--- src/rtl/cdiv_pkg.sv ---
package cdiv_pkg;

    // Number of binary stages in the divide chain (highest ratio = 2**DIV_STAGES).
    localparam int unsigned DIV_STAGES = 4;

    // Select is one bypass bit plus enough bits to name one stage.
    localparam int unsigned SEL_W = 1 + $clog2(DIV_STAGES);

    // Tap index: 0 = input clock, 1..DIV_STAGES = counter bit index-1.
    localparam int unsigned TAP_W = $clog2(DIV_STAGES + 1);

    typedef struct packed {
        logic run;
    } gate_state_t;

endpackage

--- src/rtl/cdiv_run_sync.sv ---
module cdiv_run_sync
    import cdiv_pkg::*;
(
    input  logic clk_in,
    input  logic run_n,
    output logic run_q
);

    gate_state_t state_d;
    gate_state_t state_q;

    always_comb begin
        state_d     = state_q;
        state_d.run = run_n;
    end

    // Falling-edge register: output gating only moves while clk_in is low.
    always_ff @(negedge clk_in) begin
        state_q <= state_d;
    end

    assign run_q = state_q.run;

endmodule

--- src/rtl/cdiv_chain.sv ---
module cdiv_chain #(
    parameter int unsigned STAGES = 4
) (
    input  logic              clk_in,
    input  logic              run_n,
    input  logic              run_q,
    output logic [STAGES-1:0] count
);

    typedef struct packed {
        logic [STAGES-1:0] cnt;
    } chain_state_t;

    chain_state_t state_d;
    chain_state_t state_q;

    // Counts only when both the registered enable and the new sample are high,
    // so the counter is zero at the edge that releases and at the edge that parks.
    always_comb begin
        state_d = state_q;
        if (run_n && run_q) begin
            state_d.cnt = state_q.cnt + STAGES'(1);
        end else begin
            state_d.cnt = '0;
        end
    end

    always_ff @(negedge clk_in) begin
        state_q <= state_d;
    end

    assign count = state_q.cnt;

endmodule

--- src/rtl/cdiv_tap_mux.sv ---
module cdiv_tap_mux
    import cdiv_pkg::*;
#(
    parameter int unsigned STAGES = 4
) (
    input  logic              clk_in,
    input  logic [SEL_W-1:0]  sel,
    input  logic [STAGES-1:0] count,
    output logic              div_clk
);

    logic [STAGES:0]  taps;
    logic [TAP_W-1:0] tap_idx;

    assign taps = {count, clk_in};

    always_comb begin
        if (sel[SEL_W-1]) begin
            tap_idx = TAP_W'(sel[SEL_W-2:0]) + TAP_W'(1);
        end else begin
            tap_idx = '0;
        end
        div_clk = taps[tap_idx];
    end

endmodule

--- src/rtl/cdiv_pair_gate.sv ---
module cdiv_pair_gate (
    input  logic div_clk,
    input  logic run_q,
    output logic pos,
    output logic neg
);

    logic gated;

    always_comb begin
        gated = div_clk & run_q;
        pos   = gated;
        neg   = ~gated;
    end

endmodule

--- src/rtl/clk_fanout_div.sv ---
module clk_fanout_div
    import cdiv_pkg::*;
#(
    parameter int unsigned NUM_PAIRS = 2
) (
    input  logic                 clk_in,
    input  logic [SEL_W-1:0]     sel,
    input  logic                 run_n,
    output logic [NUM_PAIRS-1:0] out_p,
    output logic [NUM_PAIRS-1:0] out_n
);

    logic                  run_q;
    logic [DIV_STAGES-1:0] count;
    logic                  div_clk;

    cdiv_run_sync u_run (
        .clk_in (clk_in),
        .run_n  (run_n),
        .run_q  (run_q)
    );

    cdiv_chain #(
        .STAGES (DIV_STAGES)
    ) u_chain (
        .clk_in (clk_in),
        .run_n  (run_n),
        .run_q  (run_q),
        .count  (count)
    );

    cdiv_tap_mux #(
        .STAGES (DIV_STAGES)
    ) u_mux (
        .clk_in  (clk_in),
        .sel     (sel),
        .count   (count),
        .div_clk (div_clk)
    );

    for (genvar i = 0; i < NUM_PAIRS; i++) begin : g_pair
        cdiv_pair_gate u_gate (
            .div_clk (div_clk),
            .run_q   (run_q),
            .pos     (out_p[i]),
            .neg     (out_n[i])
        );
    end

endmodule

--- config.mk ---
export PLATFORM = sky130hd
export DESIGN_NAME = clk_fanout_div
export DESIGN_NICKNAME = d
export VERILOG_FILES = /design/src/rtl/cdiv_pkg.sv /design/src/rtl/cdiv_run_sync.sv /design/src/rtl/cdiv_chain.sv /design/src/rtl/cdiv_tap_mux.sv /design/src/rtl/cdiv_pair_gate.sv /design/src/rtl/clk_fanout_div.sv
export SDC_FILE = /design/constraint.sdc
export NUM_CORES = 1
export LEC_CHECK = 0
export BUFFER_PORTS_ARGS = -buffer_cell sky130_fd_sc_hd__buf_4
export CAP_MARGIN = 20
export CELL_PAD_IN_SITES_DETAIL_PLACEMENT = 0
export CELL_PAD_IN_SITES_GLOBAL_PLACEMENT = 1
export CORE_AREA = 2 2 39 41
export CTS_BUF_LIST = sky130_fd_sc_hd__clkbuf_16
export DETAILED_ROUTE_END_ITERATION = 7
export DIE_AREA = 0 0 41 43
export PLACE_DENSITY_LB_ADDON = 0.1
export SLEW_MARGIN = 20
export SYNTH_ARGS = -nofsm -noshare
export SYNTH_HDL_FRONTEND = slang
export SYNTH_SLANG_ARGS = --single-unit
export TNS_END_PERCENT = 50
--- constraint.sdc ---
create_clock -name clk_in -period 1.9 [get_ports clk_in]
set_input_delay 0.095 -clock clk_in [delete_from_list [all_inputs] [get_ports clk_in]]
set_output_delay 0.095 -clock clk_in [all_outputs]
set_load 0.02 [all_outputs]
==> metrics.yaml <==
seqPwrFrac_pct: 6.1
nets: 71
startpoint: "u_chain.count[3]$_SDFF_NN0_"
avgSynthCellArea_um2: 9.00
finClkSkew_ns: 0.00298
cellPowerDensity_nw_per_um2: 2010
cap_violations: 0
startpoint_type: "register"
yosys_warnings: 0
hp-class: "register to register"
grt_pass1_vias: 523
layout_commonest_cell: "clkbuf_16"
intPower_mw: 1.45
drt_pass1_iterations: 3
end_kind: "output port"
crit_slowest_cell: "dfxtp_2"
die_height_um: 43
synth_compound_area_share_pct: 12.1
crit_end: "out_n[0]"
io_buffers: 8
syn_nets: 38
initial_core_util_pct: 20.2
crit_top_cell: "clkbuf_16"
cp_data_arrival_time_ns: 2.93
grt_max_degree: 6
drtAntennaViolNets: 0
drtIter0Drc: 5
synthCells: 31
dp.final_hpwl_um: 497
grt_pass1_wl_um: 1690
die_w_um: 41
vias: 377
synth-simple-area-share_pct: 19.3
ys_ff_latch: 5
final.setup.worst_slack_ns: -1.13
cts_tree: "yes"
crit_fanout: 2
clk_pin_slew_ns: 0.03
p_comb_share_pct: 2.1
rsz0062_at_grt: "yes"
synthAdderAreaFrac_pct: 8.97
ys_types: 17
antenna_found_initial: 0
wl_per_cell_um: 14.5
rrSetupSlack_ns: 0.90
gp_congestion: 0.704
max-vdd-ir-drop_mv: 0.986
reg2reg_depth: 3
power.share.clock_pct: 91.9
cp.depth: 8
max_slew.worst_pin.slew_ns: 0.260
dp_slack_ns: -0.337
status: "complete, but fails checks"
synth.area.mux_share_pct: 4.04
relSlewSlack_pct: 82.6
setup_violations: 7
timing.rr.start: "u_chain.count[1]$_SDFF_NN0_"
path_class: "register to output port"
wirelength_um: 1170
hold_violations: 0
synth_seq_area_share_pct: 35.9
crit_path_cell_trace: "nand4b_1 -> a21oi_2 -> clkbuf_16 -> clkbuf_16 -> o211ai_1 -> clkbuf_16 -> clkbuf_16 -> buf_6"
worstSkewPairLatency_ns: 0.44
core_area_um2: 1380
antenna_cells: 0
finalPower_mw: 1.83
dieArea_um2: 1760
power_leakage_nw: 0.459
ios: 9
required_ns: 1.80
track_usage_pct: 20.4
violations: "negative setup slack"
vias_per_cell: 4.65
fillCellCount: 94
cp_top_family: "buffers and inverters"
max_stage_delay_ns: 0.32
cp_num_buf_inv: 5
area_growth_pct: 228
drc: 0
power.switching_uw: 387
drive_above_1_share_pct: 63.1
slew_violations: 0
r2r-end: "u_chain.count[1]$_SDFF_NN0_"
rows: 14
synth_xor_area_share_pct: 6.28
grt-ovfl-total: 0
switching_share_pct: 21.1
hp-start: "u_chain.count[0]$_SDFF_NN0_"
syn-cell-area_um2: 279
synth_top_family_by_area: "simple AND/OR/NAND/NOR gates"
layout_common_cells: "clkbuf_16, inv_1, buf_4"
ctsHoldBuffers: 0
[metal layers]
layer	track usage [%]	part of all wire, %	wire (µm)	vias to the layer above
met2	13.4	52	612	24
li1	-	-	-	171
met4	49.3	6.5	76	0
met5	12.5	0	0	-
met1	6.77	31	359	174
met3	32.5	11	124	8
[per-stage QoR]
stage,cells,area [µm²],hold WS (ns),setup TNS (ns),util [%]
6_report,81,915,0.508,-4.26,66.1
5_1_grt,81,915,0.527,-4.53,66.1
4_1_cts,81,883,0.511,-4.40,63.8
3_5_place_dp,55,365,0.493,-1.34,26.4
3_3_place_gp,55,365,0.492,-1.28,26.4
2_1_floorplan,31,293,0.407,-1.34,-
[worst reg2reg max path: cells and delay by family (launching register included)]
kind,cells,cell delay (ns)
flip-flops,1,0.32
adder cells (fa/ha/maj),1,0.25
AND/OR/NAND/NOR,1,0.17
buffers and inverters,1,0.14
[synthesized netlist by cell type]
cell type,number,area (µm²)
nand2_1,3,11.3
nand3_1,1,5.00
xnor2_1,1,8.76
inv_1,2,7.51
mux2_1,1,11.3
buf_4,4,30.0
a21oi_1,1,5.00
dfxtp_1,5,100
o211ai_1,1,7.51
o211a_1,1,10.0
ha_1,2,25.0
nand4b_1,1,8.76
nor3b_1,1,7.51
nor2_1,4,15.0
and3_1,1,6.26
o221a_1,1,11.3
xor2_1,1,8.76
[layout make-up]
type                    count  area (µm²)  area share, %
clock inverters             8        30.0           3.28
inverters                   1        3.75          0.410
multi-input cells          20         183           20.0
repair buffers              8        60.1           6.57
well taps                  16        20.0           2.19
flip-flops and latches      5         108           11.8
clock buffers              23         510           55.8
[flip-flops by register name, indices dropped and copies added, names as in the netlist]
| signal | flops |
|---|---|
| u_run.run_q | 1 |
| u_chain.count | 4 |
[what timing repair did]
item | in CTS | in global routing
gates resized for setup | 9 | 5
gates cloned | 0 | 0
setup buffers | 1 | 0
pin swaps | 3 | 1
setup endpoints to repair | 8 | 8
[worst min path at each step]
stage,to,slack (ns),depth (start not counted)
after floorplan,u_chain.count[0]$_SDFF_NN0_,0.41,1
after global placement,u_chain.count[0]$_SDFF_NN0_,0.49,2
after detailed placement,u_chain.count[0]$_SDFF_NN0_,0.49,2
after CTS,u_chain.count[0]$_SDFF_NN0_,0.51,2
after global routing,u_chain.count[0]$_SDFF_NN0_,0.53,2
final,u_chain.count[0]$_SDFF_NN0_,0.51,2
[power groups by stage]
stage / clock, mW / combinational, mW / sequential (mW)
2_1_floorplan: 0.127 / 0.0138 / 0.113
3_3_place_gp: 0.117 / 0.0277 / 0.113
3_5_place_dp: 0.117 / 0.0288 / 0.113
4_1_cts: 1.71 / 0.0306 / 0.112
5_1_grt: 1.77 / 0.0407 / 0.112
6_report: 1.68 / 0.0377 / 0.112
[cells by family after synthesis]
kind of cell | after synthesis
flops | 5
buf+inv | 6
compound gates | 4
mux | 1
simple gates | 11
xor+xnor | 2
fa+ha+maj | 2
Power figures use the tool's default switching activity.
